File: src/rtl/da4_pkg.sv
package da4_pkg;
   typedef enum logic [0:0] {
      FORM_DIRECT    = 1'b0,
      FORM_RECURSIVE = 1'b1
   } da_form_e;

   function automatic int table_addr_bits(input int order, input da_form_e form);
      return (form == FORM_RECURSIVE) ? 2 * order : order;
   endfunction
endpackage

File: src/rtl/da4_p2s.sv
module da4_p2s #(
   parameter int W = 8
) (
   input  logic         clk,
   input  logic         rst_n,
   input  logic         load,
   input  logic [W-1:0] load_val,
   input  logic         shift,
   input  logic         ser_in,
   output logic         ser_out
);
   logic [W-1:0] q;

   always_ff @(posedge clk) begin
      if (!rst_n)     q <= '0;
      else if (load)  q <= load_val;
      else if (shift) q <= {q[W-2:0], ser_in};
   end

   assign ser_out = q[W-1];
endmodule

File: src/rtl/da4_lut.sv
module da4_lut #(
   parameter int AW = 4,
   parameter int TW = 12,
   localparam int DEPTH = 1 << AW
) (
   input  logic          clk,
   input  logic          rst_n,
   input  logic          we,
   input  logic [AW-1:0] waddr,
   input  logic [TW-1:0] wdata,
   input  logic          rd_en,
   input  logic [AW-1:0] raddr,
   output logic [TW-1:0] rdata
);
   logic [TW-1:0] mem [DEPTH];

   always_ff @(posedge clk) begin
      if (we) mem[waddr] <= wdata;
   end

   // Registered read: holds the partial sum for the accumulator stage
   always_ff @(posedge clk) begin
      if (!rst_n)     rdata <= '0;
      else if (rd_en) rdata <= mem[raddr];
   end
endmodule

File: src/rtl/da4_accum.sv
module da4_accum #(
   parameter int TW    = 12,
   parameter int DW    = 8,
   parameter int SHIFT = 4,
   localparam int ACC_W = TW + DW
) (
   input  logic          clk,
   input  logic          rst_n,
   input  logic          en,
   input  logic          first,
   input  logic [TW-1:0] part,
   output logic [DW-1:0] y_nxt
);
   logic signed [ACC_W-1:0] acc_q, acc_nxt, part_x;

   assign part_x = {{DW{part[TW-1]}}, part};

   // MSB step carries negative weight; later steps double and add
   always_comb begin
      if (first) acc_nxt = -part_x;
      else       acc_nxt = (acc_q <<< 1) + part_x;
   end

   always_ff @(posedge clk) begin
      if (!rst_n)  acc_q <= '0;
      else if (en) acc_q <= acc_nxt;
   end

   assign y_nxt = acc_nxt[SHIFT +: DW];
endmodule

File: src/rtl/da4_filter.sv
module da4_filter
   import da4_pkg::*;
#(
   parameter int       DW    = 8,
   parameter int       TW    = 12,
   parameter int       SHIFT = 4,
   parameter int       ORDER = 4,
   parameter da_form_e FORM  = FORM_DIRECT,
   localparam int TAW = table_addr_bits(ORDER, FORM),
   localparam int CW  = $clog2(DW + 1)
) (
   input  logic           clk,
   input  logic           rst_n,
   input  logic           in_valid,
   input  logic [DW-1:0]  in_sample,
   input  logic           tbl_we,
   input  logic [TAW-1:0] tbl_addr,
   input  logic [TW-1:0]  tbl_data,
   output logic           out_valid,
   output logic [DW-1:0]  out_sample
);
   localparam logic [CW-1:0] LAST = CW'(DW);

   if (SHIFT > TW) begin : g_bad_shift
      $error("SHIFT must not exceed TW");
   end
   if (DW < 2 || ORDER < 1) begin : g_bad_size
      $error("DW must be at least 2 and ORDER at least 1");
   end

   logic           busy, pend_v, start, shift_en, finish;
   logic           step_v, first_d;
   logic [CW-1:0]  cnt;
   logic [DW-1:0]  pend_q, start_data, y_nxt;
   logic [ORDER-1:0] tap_msb;
   logic [TAW-1:0] lut_raddr;
   logic [TW-1:0]  part;

   assign start      = !busy && (pend_v || in_valid);
   assign start_data = pend_v ? pend_q : in_sample;
   assign shift_en   = busy && (cnt != LAST);
   assign finish     = busy && (cnt == LAST);

   always_ff @(posedge clk) begin
      if (!rst_n) begin
         busy    <= 1'b0;
         cnt     <= '0;
         pend_v  <= 1'b0;
         pend_q  <= '0;
         step_v  <= 1'b0;
         first_d <= 1'b0;
      end else begin
         step_v  <= shift_en;
         first_d <= shift_en && (cnt == '0);
         if (finish)        busy <= 1'b0;
         else if (start)    busy <= 1'b1;
         if (start)         cnt <= '0;
         else if (shift_en) cnt <= cnt + 1'b1;
         if (in_valid && !(start && !pend_v)) begin
            pend_q <= in_sample;
            pend_v <= 1'b1;
         end else if (start && pend_v) begin
            pend_v <= 1'b0;
         end
      end
   end

   // Sample chain: entry register loads in parallel, the rest fill serially
   for (genvar i = 0; i < ORDER; i++) begin : g_tap
      if (i == 0) begin : g_entry
         da4_p2s #(.W(DW)) u_reg (
            .clk(clk), .rst_n(rst_n), .load(start), .load_val(start_data),
            .shift(shift_en), .ser_in(1'b0), .ser_out(tap_msb[i]));
      end else begin : g_chain
         da4_p2s #(.W(DW)) u_reg (
            .clk(clk), .rst_n(rst_n), .load(1'b0), .load_val('0),
            .shift(shift_en), .ser_in(tap_msb[i-1]), .ser_out(tap_msb[i]));
      end
   end

   if (FORM == FORM_RECURSIVE) begin : g_fb
      logic [DW-1:0]    fb_q [ORDER];
      logic [ORDER-1:0] fb_msb;
      for (genvar j = 0; j < ORDER; j++) begin : g_reg
         always_ff @(posedge clk) begin
            if (!rst_n)        fb_q[j] <= '0;
            else if (finish)   fb_q[j] <= (j == 0) ? y_nxt : fb_q[(j == 0) ? 0 : j-1];
            else if (shift_en) fb_q[j] <= {fb_q[j][DW-2:0], fb_q[j][DW-1]};
         end
         assign fb_msb[j] = fb_q[j][DW-1];
      end
      assign lut_raddr = {fb_msb, tap_msb};
   end else begin : g_nofb
      assign lut_raddr = tap_msb;
   end

   da4_lut #(.AW(TAW), .TW(TW)) u_lut (
      .clk(clk), .rst_n(rst_n), .we(tbl_we), .waddr(tbl_addr), .wdata(tbl_data),
      .rd_en(shift_en), .raddr(lut_raddr), .rdata(part));

   da4_accum #(.TW(TW), .DW(DW), .SHIFT(SHIFT)) u_acc (
      .clk(clk), .rst_n(rst_n), .en(step_v), .first(first_d),
      .part(part), .y_nxt(y_nxt));

   always_ff @(posedge clk) begin
      if (!rst_n) begin
         out_valid  <= 1'b0;
         out_sample <= '0;
      end else begin
         out_valid <= finish;
         if (finish) out_sample <= y_nxt;
      end
   end
endmodule

File: config.mk
export PLATFORM = sky130hd
export DESIGN_NAME = da4_filter
export DESIGN_NICKNAME = d
export VERILOG_FILES = /design/src/rtl/da4_pkg.sv /design/src/rtl/da4_p2s.sv /design/src/rtl/da4_lut.sv /design/src/rtl/da4_accum.sv /design/src/rtl/da4_filter.sv
export SDC_FILE = /design/constraint.sdc
export NUM_CORES = 1
export LEC_CHECK = 0
export ABC_CLOCK_PERIOD_IN_PS = 6950
export BUFFER_PORTS_ARGS = -buffer_cell sky130_fd_sc_hd__buf_2
export CAP_MARGIN = 10
export CORE_ASPECT_RATIO = 1.5
export CORE_UTILIZATION = 44
export DETAILED_ROUTE_END_ITERATION = 7
export PLACE_DENSITY = 0.56
export SYNTH_ARGS = -nofsm -noshare
export SYNTH_HDL_FRONTEND = slang
export SYNTH_SLANG_ARGS = --single-unit
export TNS_END_PERCENT = 5
File: constraint.sdc
create_clock -name clk -period 6.95 [get_ports clk]
set_input_delay 0 -clock clk [delete_from_list [all_inputs] [get_ports clk]]
set_output_delay 0 -clock clk [all_outputs]
set_load 0.005 [all_outputs]
==> results.sh <==
export IMPL_netlist_top_cells_count="edfxtp_1 (192), dfxtp_1 (80), nor2_1 (70)"
export IMPL_synth_edf_count=192
export IMPL_nFillCells=2041
export IMPL_skew_ps=10.7
export IMPL_drt_initial_drc_count=400
export IMPL_synth_fp_nets=802
export IMPL_antenna_found_initial=0
export IMPL_die_x_um=131
export IMPL_pin_count=37
export IMPL_worstPathArrival_ps=2980
export IMPL_via_per_inst=5.41
export IMPL_grt_max_degree=64
export IMPL_worstMarginPinSlew_ps=1120
export IMPL_rrSetupSlack_ps=4340
export IMPL_p_sw_w=0.000744
export IMPL_htreeDepth=1
export IMPL_synthToLayoutAreaGrowth_pct=16.0
export IMPL_drive_above_1_share_pct=19.0
export IMPL_crit_fanout=37
export IMPL_synthCells=760
export IMPL_path_cells="buf_4 > mux4_2 > nor2b_1 > a211oi_1 > a211oi_1 > a21oi_1 > nor2_1"
export IMPL_avgSynthCellArea_um2=14.4
export IMPL_cts_clk_slew_worst_paths_ps=60
export IMPL_synthArstFlopShare_pct=0
export IMPL_hold_path_class="in -> reg"
export IMPL_antennaDiodeCount=0
export IMPL_crit_buf_inv=1
export IMPL_slew_violations=0
export IMPL_via_count=6303
export IMPL_finalWirelength_mm=21.6
export IMPL_final_cell_area_um2=12700
export IMPL_rsz0062_at_grt="false"
export IMPL_multi_input_comb_area_um2=3420
export IMPL_synthTopCellsByArea="edfxtp_1 (53%), dfxtp_1 (15%), mux4_2 (9.8%)"
export IMPL_setup_tns_ps=0
export IMPL_start_util_pct=44.9
export IMPL_p_leak_nw=4.25
export IMPL_path_common_cell="a211oi_1"
export IMPL_p_seq_share_pct=50.4
export IMPL_sw_frac_of_total_pct=20.8
export IMPL_min_path_cells=3
export IMPL_utilization_pct=52.1
export IMPL_power_density_nw_per_um2=282
export IMPL_ys_flop_type="edfxtp_1"
export IMPL_drc=0
export IMPL_grt_pass1_vias=6542
export IMPL_fp_row_count=70
export IMPL_slowest_delay_ps=650
export IMPL_critical_path_class="reg -> reg"
export IMPL_grt_pass1_wl_mm=34.8
export IMPL_grt_usage_pct=17.9
export IMPL_gp_congestion=0.839
export IMPL_cp_data_required_time_ps=7320
export IMPL_total_power_w=0.00359
export IMPL_finalNetCount=864
export IMPL_syn_area_um2=11000
export IMPL_drv_cap=0
export IMPL_clock_power_share_pct=43.2
export IMPL_postPlaceCellArea_um2=11600
export IMPL_finalCriticalPeriod_ps=2610
export IMPL_cell_internal_pwr_w=0.00284
export IMPL_status="finished, final reports clean"
export IMPL_synth_top_area_share_pct=52.5
export IMPL_critical_path_top_delay_family="buffers and inverters"
export IMPL_regArea_um2=7370
export IMPL_cts_inserted_buffers=26
export IMPL_ys_ff_latch=272
export IMPL_ys_types=50
export IMPL_dp_hpwl_mm=14.0
export IMPL_yosysMostFrequentCell="edfxtp_1"
export IMPL_finalSetupViolations=0
export IMPL_cts_resized=0
export IMPL_clk_latency_ps=520
export IMPL_p_comb_share_pct=6.5
export IMPL_cts_tree="yes"
export IMPL_cp_depth=7
export IMPL_die_area_um2=25600
export IMPL_cp_slowest_cell="buf_4"
export IMPL_yosysSeqAreaShare_pct=67.1
export IMPL_endpoint_kind="flop"
export IMPL_clock_sinks=272
export IMPL_ys_warn_count=0
export IMPL_ir_drop_mv=0.214
export IMPL_die_height_um=195
export IMPL_maxSlewHeadroom_pct=25.4
export IMPL_whs_ps=38.1
export IMPL_wl_per_cell_um=18.5
export IMPL_cts_buffer_depth=3
export IMPL_ant_nets=0
export IMPL_core_area_um2=24400
export IMPL_max_freq_mhz=384
export IMPL_portBuffers=36
export IMPL_crit_path_start_kind="flop"
export IMPL_cts_setup_buffers=0
export IMPL_grt_ovfl_total=0
export IMPL_cts_root_buf="clkbuf_16"
export IMPL_ctsHoldBuffers=22
export IMPL_drtPass1Iterations=5
export IMPL_finalHoldViolCount=0
export IMPL_synth_top_area_cell="edfxtp_1"
export IMPL_reg2reg_depth=7
export IMPL_final_period_utilization_pct=37.5
==> sequential cells by signal, indices dropped and copies added (netlist names) <==
signal	cells
step_v	1
u_acc.acc_q	11
cnt	4
u_lut.mem	192
u_lut.rdata	12
out_valid	1
out_sample	8
busy	1
pend_v	1
g_tap.g_entry.u_reg.q	8
first_d	1
pend_q	8
g_tap.g_chain.u_reg.q	24
==> through the flow <==
| step | setup slack, ps | instances |
|---|---|---|
| finish | 4340 | 1166 |
| global route | 4030 | 1166 |
| CTS | 4240 | 1166 |
| detailed placement | 4250 | 1096 |
| global placement | 4270 | 1096 |
| floorplan | 4780 | 760 |
==> final timing paths <==
check                                     end                        start
setup / recovery               u_lut.rdata[6]  g_tap[0].g_entry.u_reg.q[7]
hold / removal                u_lut.mem[6][0]                  tbl_addr[2]
setup reg to reg               u_lut.rdata[6]  g_tap[0].g_entry.u_reg.q[7]
hold reg to reg   g_tap[1].g_chain.u_reg.q[3]  g_tap[1].g_chain.u_reg.q[2]
==> cells by family (layout without fill, tap and decap cells) <==
logic type / Yosys count / in the layout / synth area share, %
multiplexers: 77 / 77 / 12.5
adder cells (fa/ha/maj): 14 / 14 / 1.66
AND/OR/NAND/NOR: 199 / 199 / 8.19
buffers and inverters: 53 / 135 / 2.01
flip-flops: 272 / 272 / 67.1
XOR/XNOR: 13 / 13 / 1.04
AO/OA/AOI/OAI: 132 / 132 / 7.52
==> power by group through the flow <==
stage | Combinational, W | Sequential, W | Clock [W]
6_report | 0.000231 | 0.00181 | 0.00155
2_1_floorplan | 0.000174 | 0.00182 | 0
5_1_grt | 0.000261 | 0.00181 | 0.00164
4_1_cts | 0.000236 | 0.00181 | 0.00158
3_5_place_dp | 0.000225 | 0.00184 | 0
3_3_place_gp | 0.000219 | 0.00184 | 0
==> cell usage in the layout (no fill, tap or decap), types with 13 or more instances in the layout <==
| cell type | n |
|---|---|
| edfxtp_1 | 192 |
| dfxtp_1 | 77 |
| nor2_1 | 70 |
| nand2_1 | 67 |
| mux4_2 | 48 |
| a21oi_1 | 45 |
| buf_2 | 36 |
| a211oi_1 | 33 |
| mux2i_1 | 29 |
| clkbuf_16 | 27 |
| o21ai_0 | 23 |
| dlygate4sd3_1 | 22 |
| buf_4 | 20 |
| nor2b_1 | 15 |
| ha_1 | 13 |
==> layer usage <==
metal	share of wire, %	global-route usage, %
met5	0	0
met4	2.1	5.07
met3	3.2	2.08
met2	54	33.2
met1	41	21.3
==> tightest hold or removal path, stage by stage <==
cell      delay [ps]
buf_2            110
nand3b_1         170
nor2_1           100
==> area by class of cell <==
class | count | area share [%]
Sequential cell | 272 | 57.9
Multi-Input combinational cell | 435 | 26.8
Clock buffer | 33 | 5.72
Timing Repair Buffer | 78 | 4.32
Tap cell | 324 | 3.18
Clock inverter | 15 | 1.78
Inverter | 9 | 0.265
No activity file was read; power rests on OpenSTA's default activity.
